[src/rtl/qshadow_pkg.sv]
package qshadow_pkg;

    localparam int BYTE_W = 8;

    // Queue-status codes seen from the processor (one clock late)
    typedef enum logic [1:0] {
        QS_IDLE  = 2'b00,
        QS_FIRST = 2'b01,
        QS_FLUSH = 2'b10,
        QS_LATER = 2'b11
    } qs_code_e;

    // Bus-status codes the snooper cares about
    localparam logic [2:0] BUS_CODE_FETCH = 3'b100;
    localparam logic [2:0] BUS_PASSIVE    = 3'b111;

    // Registered output state of the tracker
    typedef struct packed {
        logic              valid;
        logic [BYTE_W-1:0] data;
        logic              first;
        logic              ovf;
        logic              unf;
    } out_state_t;

endpackage

[src/rtl/qshadow_snoop.sv]
module qshadow_snoop
    import qshadow_pkg::*;
(
    input  logic       clk,
    input  logic       rst,
    input  logic [2:0] bus_status,
    input  logic       bus_strobe,
    output logic       push
);

    // Latched "current cycle is a code fetch"
    logic code_d, code_q;
    logic active;

    always_comb begin
        active = (bus_status != BUS_PASSIVE);
        code_d = code_q;
        if (active) begin
            code_d = (bus_status == BUS_CODE_FETCH);
        end
        push = bus_strobe && (active ? (bus_status == BUS_CODE_FETCH) : code_q);
    end

    always_ff @(posedge clk) begin
        if (rst) begin
            code_q <= 1'b0;
        end else begin
            code_q <= code_d;
        end
    end

endmodule

[src/rtl/qshadow_decode.sv]
module qshadow_decode
    import qshadow_pkg::*;
(
    input  logic [1:0] queue_status,
    output logic       take,
    output logic       take_first,
    output logic       flush
);

    always_comb begin
        take       = 1'b0;
        take_first = 1'b0;
        flush      = 1'b0;
        unique case (qs_code_e'(queue_status))
            QS_IDLE:  ;
            QS_FIRST: begin
                take       = 1'b1;
                take_first = 1'b1;
            end
            QS_FLUSH: flush = 1'b1;
            QS_LATER: take  = 1'b1;
            default:  ;
        endcase
    end

endmodule

[src/rtl/qshadow_fifo.sv]
module qshadow_fifo #(
    parameter int DEPTH  = 6,
    parameter int DATA_W = 8
) (
    input  logic                              clk,
    input  logic                              rst,
    input  logic                              push,
    input  logic [DATA_W-1:0]                 wr_data,
    input  logic                              pop,
    input  logic                              flush,
    output logic [DATA_W-1:0]                 rd_data,
    output logic                              pop_ok,
    output logic                              pop_empty,
    output logic                              push_drop,
    output logic [$clog2(DEPTH+1)-1:0]        level
);

    localparam int PTR_W = (DEPTH > 1) ? $clog2(DEPTH) : 1;
    localparam int CNT_W = $clog2(DEPTH+1);
    localparam logic [PTR_W-1:0] LAST = PTR_W'(DEPTH - 1);
    localparam logic [CNT_W-1:0] FULL = CNT_W'(DEPTH);

    typedef struct packed {
        logic [DEPTH-1:0][DATA_W-1:0] mem;
        logic [PTR_W-1:0]             wr;
        logic [PTR_W-1:0]             rd;
        logic [CNT_W-1:0]             cnt;
    } fifo_state_t;

    fifo_state_t s_d, s_q;

    function automatic logic [PTR_W-1:0] bump(input logic [PTR_W-1:0] p);
        return (p == LAST) ? '0 : p + 1'b1;
    endfunction

    logic push_ok;

    always_comb begin
        s_d       = s_q;
        pop_empty = pop && !flush && (s_q.cnt == '0);
        pop_ok    = pop && !flush && (s_q.cnt != '0);
        push_ok   = push && (flush || (s_q.cnt != FULL) || pop_ok);
        push_drop = push && !push_ok;

        if (flush) begin
            // flush first, then keep a same-cycle byte
            s_d.rd  = '0;
            s_d.wr  = '0;
            s_d.cnt = '0;
            if (push_ok) begin
                s_d.mem[0] = wr_data;
                s_d.wr     = bump('0);
                s_d.cnt    = CNT_W'(1);
            end
        end else begin
            if (pop_ok) begin
                s_d.rd = bump(s_q.rd);
            end
            if (push_ok) begin
                s_d.mem[s_q.wr] = wr_data;
                s_d.wr          = bump(s_q.wr);
            end
            case ({push_ok, pop_ok})
                2'b10:   s_d.cnt = s_q.cnt + 1'b1;
                2'b01:   s_d.cnt = s_q.cnt - 1'b1;
                default: s_d.cnt = s_q.cnt;
            endcase
        end
    end

    always_ff @(posedge clk) begin
        if (rst) begin
            s_q.mem <= '0;
            s_q.wr  <= '0;
            s_q.rd  <= '0;
            s_q.cnt <= '0;
        end else begin
            s_q <= s_d;
        end
    end

    assign rd_data = s_q.mem[s_q.rd];
    assign level   = s_q.cnt;

endmodule

[src/rtl/qshadow_tracker.sv]
module qshadow_tracker
    import qshadow_pkg::*;
#(
    parameter int DEPTH = 6
) (
    input  logic              clk,
    input  logic              rst,
    input  logic [2:0]        bus_status,
    input  logic              bus_strobe,
    input  logic [BYTE_W-1:0] bus_data,
    input  logic [1:0]        queue_status,
    output logic              out_valid,
    output logic [BYTE_W-1:0] out_byte,
    output logic              out_first,
    output logic              overflow,
    output logic              underflow
);

    localparam int CNT_W = $clog2(DEPTH+1);

    logic              snoop_push;
    logic              dec_take;
    logic              dec_first;
    logic              dec_flush;
    logic [BYTE_W-1:0] head_byte;
    logic              take_ok;
    logic              take_empty;
    logic              push_drop;
    logic [CNT_W-1:0]  fill_level;

    qshadow_snoop u_snoop (
        .clk        (clk),
        .rst        (rst),
        .bus_status (bus_status),
        .bus_strobe (bus_strobe),
        .push       (snoop_push)
    );

    qshadow_decode u_decode (
        .queue_status (queue_status),
        .take         (dec_take),
        .take_first   (dec_first),
        .flush        (dec_flush)
    );

    qshadow_fifo #(
        .DEPTH  (DEPTH),
        .DATA_W (BYTE_W)
    ) u_fifo (
        .clk       (clk),
        .rst       (rst),
        .push      (snoop_push),
        .wr_data   (bus_data),
        .pop       (dec_take),
        .flush     (dec_flush),
        .rd_data   (head_byte),
        .pop_ok    (take_ok),
        .pop_empty (take_empty),
        .push_drop (push_drop),
        .level     (fill_level)
    );

    out_state_t o_d, o_q;

    always_comb begin
        o_d       = o_q;
        o_d.valid = take_ok;
        o_d.first = take_ok && dec_first;
        o_d.data  = take_ok ? head_byte : o_q.data;
        o_d.ovf   = o_q.ovf | push_drop;
        o_d.unf   = o_q.unf | take_empty;
    end

    always_ff @(posedge clk) begin
        if (rst) begin
            o_q <= '0;
        end else begin
            o_q <= o_d;
        end
    end

    assign out_valid = o_q.valid;
    assign out_byte  = o_q.data;
    assign out_first = o_q.first;
    assign overflow  = o_q.ovf;
    assign underflow = o_q.unf;

endmodule

[config.mk]
export PLATFORM = sky130hd
export DESIGN_NAME = qshadow_tracker
export DESIGN_NICKNAME = d
export VERILOG_FILES = /design/src/rtl/qshadow_pkg.sv /design/src/rtl/qshadow_snoop.sv /design/src/rtl/qshadow_decode.sv /design/src/rtl/qshadow_fifo.sv /design/src/rtl/qshadow_tracker.sv
export SDC_FILE = /design/constraint.sdc
export NUM_CORES = 1
export LEC_CHECK = 0
export CELL_PAD_IN_SITES_DETAIL_PLACEMENT = 0
export CELL_PAD_IN_SITES_GLOBAL_PLACEMENT = 1
export CORE_ASPECT_RATIO = 1.2
export CORE_MARGIN = 2
export CORE_UTILIZATION = 45
export CTS_BUF_LIST = sky130_fd_sc_hd__clkbuf_8
export CTS_CLUSTER_DIAMETER = 200
export CTS_CLUSTER_SIZE = 14
export DETAILED_ROUTE_END_ITERATION = 8
export PLACE_DENSITY_LB_ADDON = 0.1
export SYNTH_ARGS = -nofsm -noshare
export SYNTH_HDL_FRONTEND = slang
export SYNTH_SLANG_ARGS = --single-unit
[constraint.sdc]
create_clock -name clk -period 6.63 [get_ports clk]
set_clock_uncertainty 0.2 [all_clocks]
set_input_delay 0.663 -clock clk [delete_from_list [all_inputs] [get_ports clk]]
set_output_delay 0.663 -clock clk [all_outputs]
set_load 0.005 [all_outputs]
**Yosys cells after proc, flatten, opt, wreduce, memory -nomap -nowiden**

Index checks and enable logic that the tools add are counted.

- Register bits after elaboration: 70
- Bits of input ports: 16
- Output and inout port bits: 12

- $add $sub $neg: 4
- Magnitude comparators: 3
- Eq/ne operators: 10
- Muxes and demuxes: 17
- Bitwise gates (word level): 3
- Reduce and logical (&&, ||, !) cells: 19

Operators with widths:

| cell | count |
|---|---|
| $bwmux W48 | 1 |
| $bmux W8 S3 | 1 |
| $demux W8 S3 | 1 |
| $mux W11 | 2 |
| $mux W17 | 1 |
| $mux W8 | 2 |
| $add A3 B1 Y3 const B | 3 |
| $eq A3 B3 Y1 const B | 3 |
| $mux W3 | 3 |
| $logic_and A1 B1 Y1 | 8 |
| $lt A3 B4 Y1 const B | 2 |
| $eq A2 B2 Y1 const B | 3 |
| $ne A3 B3 Y1 const B | 2 |
| $pmux W3 S2 | 1 |
| $reduce_bool A3 Y1 | 2 |
| $mux W1 | 5 |
| $eq A2 B1 Y1 const B | 2 |
| $reduce_or A2 Y1 | 2 |
| $ge A3 B1 Y1 const B | 1 |
| $logic_not A3 Y1 | 1 |
| $sub A3 B1 Y3 const B | 1 |
| $logic_not A1 Y1 | 2 |
| $logic_or A1 B1 Y1 | 2 |
| $or A1 B1 Y1 | 2 |
| other kinds (3) | 3 |

**Longest topological paths before layout**

- Word-level depth: 10
- Mapped depth: 8
- Gate-level depth less buffers: 7

**Cells and area by module**

From an unflattened synthesis, not the netlist that was laid out.

- Cell total of the unflattened synthesis: 332
- Area, all modules: 3295.7 sq um

By module, submodules not included:

| module | times used | cells each | area each (sq um) |
|---|---|---|---|
| qshadow_fifo | 1 | 286 | 2822.7 |
| qshadow_tracker | 1 | 36 | 401.6 |
| qshadow_snoop | 1 | 7 | 52.6 |
| qshadow_decode | 1 | 3 | 18.8 |

**Least setup slack after synthesis**

Ideal clock, no wire load.

- Path type: input -> register
- From: input port bus_status[0]
- To: register u_fifo.s_q (netlist bit u_fifo.level[2])
- Arrival time: 2.449 ns
- Data required time: 6.360 ns
- Slack: 3.910 ns
- Stages on the path: 8
- Buffers on the path: 1
- Cell sequence: or2_1 a21oi_2 buf_4 nor2_1 fa_1 or3_1 a21o_1 a21oi_1

- Longest elaborated chain between the ends: 7
- Elaborated cells between the ends (all ways): 10
- Those cells by class: eq/ne: 4; mux: 3; reduce/logical: 3

RTL lines:

| what | RTL line | text |
|---|---|---|
| from (decl) | qshadow_tracker.sv:8 | `input logic [2:0] bus_status,` |
| $eq A3 B3 Y1 / $ne A3 B3 Y1 (equally long branches) | qshadow_snoop.sv:21, qshadow_snoop.sv:16 |  |
| $mux W1 (*) | qshadow_snoop.sv:21 | `push = bus_strobe && (active ? (bus_status == BUS_CODE_FETCH) : code_q);` |
| $logic_and A1 B1 Y1 (*) | qshadow_snoop.sv:21 |  |
| $logic_and A1 B1 Y1 (*) | qshadow_fifo.sv:42 | `push_ok = push && (flush \|\| (s_q.cnt != FULL) \|\| pop_ok);` |
| $eq A2 B1 Y1 / $eq A2 B2 Y1 (equally long branches) | qshadow_fifo.sv:63 | `case ({push_ok, pop_ok})` |
| $pmux W3 S2 | qshadow_fifo.sv:63 |  |
| $mux W17 | qshadow_fifo.sv:45 | `if (flush) begin` |
| to (decl) | qshadow_fifo.sv:30 | `fifo_state_t s_d, s_q;` |

Mark *: on every way between the ends. The rest lies on a longest branch, timed or not.
A chain may end at the register's enable or synchronous reset.

**Final worst setup path**

Same ends and word-level chain as after synthesis.

==> summary.txt <==
Outcome
  • Outcome: finished clean

Global routing
  • GR Overflow Total: 0
  • GRT Util Overall: 19.0%
  • Initial antenna violation count: 0
  • First-pass GRT wire length: 10600 um
  • Largest net degree at the start of global routing: 65
  • Vias in the first global route: 2010

Yosys
  • Post-synth EDFFs: 0
  • Yosys cell types: 39
  • Synth area leader: dfxtp_1
  • Yosys top cell area share: 45.5%
  • Post-Synthesis Cells: 302
  • Synth top area cells: dfxtp_1 (45%), mux2i_1 (19%), nor2_1 (8.2%)
  • Sequential area share after synthesis: 45.5%
  • Cell Area, Synth: 3080 um2
  • Mean Syn Cell Area: 10.2 um2
  • Ys Warns: 0
  • Fraction of registers with async set/reset: 0%
  • Post-Syn Nets: 319
  • Most used DFF post-synth: dfxtp_1
  • Number of synthesized register bits: 70

CTS
  • Clock sinks: 70
  • Setup Buffers After CTS: 0
  • Hold_buf cts: 0
  • CTS tree: done
  • Longest Clk Path Bufs: 2
  • Reg clk slew, reported paths: 0.07 ns
  • Total CTS buffers: 9
  • Clk_lat worst skew: 0.34 ns
  • H-tree level count: 3
  • PostCTS Resize Cnt: 0
  • Clk root buf: clkbuf_8

STA
  • Fin crit share: 47.7%
  • Final max-slew violation count: 0
  • Final hold viol count: 0
  • Setup TNS: 0 ns
  • Slew Limit Headroom: 37.8%
  • Worst Max-Slew Pin Slew: 0.932 ns
  • Endpoints failing setup: 0
  • Fmax: 316 MHz
  • Tmin final: 3.16 ns
  • Unrepaired setup endpoints after global routing: false

Critical path
  • Critical setup path kind: input port to register
  • Max incr delay on CP: 0.67 ns
  • Crit path max fanout: 15
  • Crit path from: bus_status[0]
  • Endpoint type of the worst setup path: register
  • Max stage delay cell, worst path: a21oi_2
  • Worst setup SP type: input port
  • Buf/Inv on CP: 1
  • Crit path arrival time: 3.24 ns
  • Delay-heaviest family, CP: compound AO/OA/AOI/OAI gates
  • Reg2reg start: u_snoop.code_q$_SDFF_PP0_
  • WP data required: 6.70 ns
  • Crit-path cells: clkdlybuf4s50_1, or2_1, a21oi_2, nor2_1, fa_1, or3_1, a21o_1, a21oi_1

Routing
  • Post-DR wirelength/cell: 16.0 um
  • DR DRC count: 0
  • Antenna Violating Nets Remaining: 0
  • Routed WL: 6620 um
  • Drt pass-1 iters: 4
  • DRT iter0 DRCs: 117
  • Routed vias: 2224
  • DR vias/cell: 5.38

Die
  • Core region area: 6730 um2
  • Die Ht: 94.6 um
  • Die W: 79.5 um
  • Core Rows: 33
  • Die ar.: 7530 um2
  • Starting Density: 45.8%
  • Num ports: 28

Final layout
  • Fill cells: 633
  • Commonest non-fill, non-tap cell in the layout: dfxtp_1
  • Commonest cells after routing, fill and taps aside: dfxtp_1 (70), nor2_1 (67), mux2i_1 (59), clkdlybuf4s50_1 (26), clkbuf_8 (10)
  • Nets: 339
  • Syn-to-layout area delta: 15.1%
  • Final cell count without fillers: 413
  • Diode count: 0
  • Layout cells sized above 1: 10.1%

Hold path
  • HP Start: overflow$_SDFF_PP0_
  • Hold WC Path Type: register to register

Placement
  • Final GP Congestion: 0.713
  • DPL Wire Length: 4000 um
  • Cell count after placement: 398
  • PortBufs: 27

Pwr
  • Tot Pwr: 0.851 mW
  • Leakage: 1.36 nW
  • Max IR drop VDD: 0.000121 V
  • Pwr dens: 240 nW/um2

Run
  • Max-cap violations: 0
==> report_power, final <==
part | total (mW) | leakage (nW) | internal [mW] | switching, mW
logic | 0.0755 | 0.695 | 0.0375 | 0.0380
clock network | 0.338 | 0.102 | 0.179 | 0.159
registers | 0.437 | 0.565 | 0.430 | 0.00793
total | 0.851 | 1.36 | 0.646 | 0.205
==> worst register-to-register path, stage by stage (launching register included) <==
cell     delay, ns
dfxtp_1       0.31
nand3_1       0.10
a21oi_2       0.70
nor2_1        0.12
fa_1          0.40
or3_1         0.40
a21o_1        0.19
a21oi_1       0.12
==> cell families after synthesis <==
group	share of synthesized area, %
adders and majority gates	0.650
buffers and inverters	4.63
xor gates and xnor gates	0.569
AOI/OAI and AO/OA	6.95
and+or+nand+nor	16.7
DFF	45.5
muxes	25.0
==> flip-flops by register name, summed over array words and instances (netlist names) <==
signal / cells
out_first: 1
u_fifo.level: 3
out_valid: 1
u_fifo.s_q: 54
underflow: 1
out_byte: 8
u_snoop.code_q: 1
overflow: 1
==> layer usage <==
metal	track usage, %	share of wire [%]
met4	6.47	1.2
met2	29.6	47
met1	25.2	48
met5	0	0
met3	5.74	3.6
==> per-stage QoR <==
stage               area [um2]  hold WS, ns  setup WS (ns)  utilization (%)
floorplan                 3080        0.255           3.91                -
global placement          3360        0.248           3.17             49.9
detailed placement        3360        0.261           3.12             49.9
CTS                       3540        0.281           3.47             52.7
global route              3540        0.319           3.39             52.7
finish                    3540        0.278           3.47             52.7
==> final cells by class <==
cell class | instances | area, um2 | area share [%]
clock inverters | 5 | 50.0 | 1.41
flip-flops and latches | 70 | 1400 | 39.5
well taps | 87 | 109 | 3.07
repair buffers | 29 | 280 | 7.91
inverters | 8 | 30.0 | 0.847
multi-input cells | 204 | 1540 | 43.3
clock buffers | 10 | 138 | 3.88
==> synthesized netlist by cell type, types with 4 or more instances <==
library cell and n:
nor3_1 4, o221ai_1 9, clkbuf_1 11, dfxtp_1 70, buf_6 4, o21ai_1 8
mux2i_1 59, nand2b_1 5, nor2_1 67, mux4_2 8, nand2_1 6, a21oi_1 7
inv_1 8
==> path summary, 6_finish.rpt <==
path	endpoint	slack (ns)	cells after the start
hold reg to reg	overflow$_SDFF_PP0_	0.28	2
setup reg to reg	u_fifo.level[2]$_SDFFE_PP0P_	4.01	7
hold / removal	overflow$_SDFF_PP0_	0.28	2
setup / recovery	u_fifo.level[2]$_SDFFE_PP0P_	3.47	8
No activity file was read; power rests on OpenSTA's default activity.
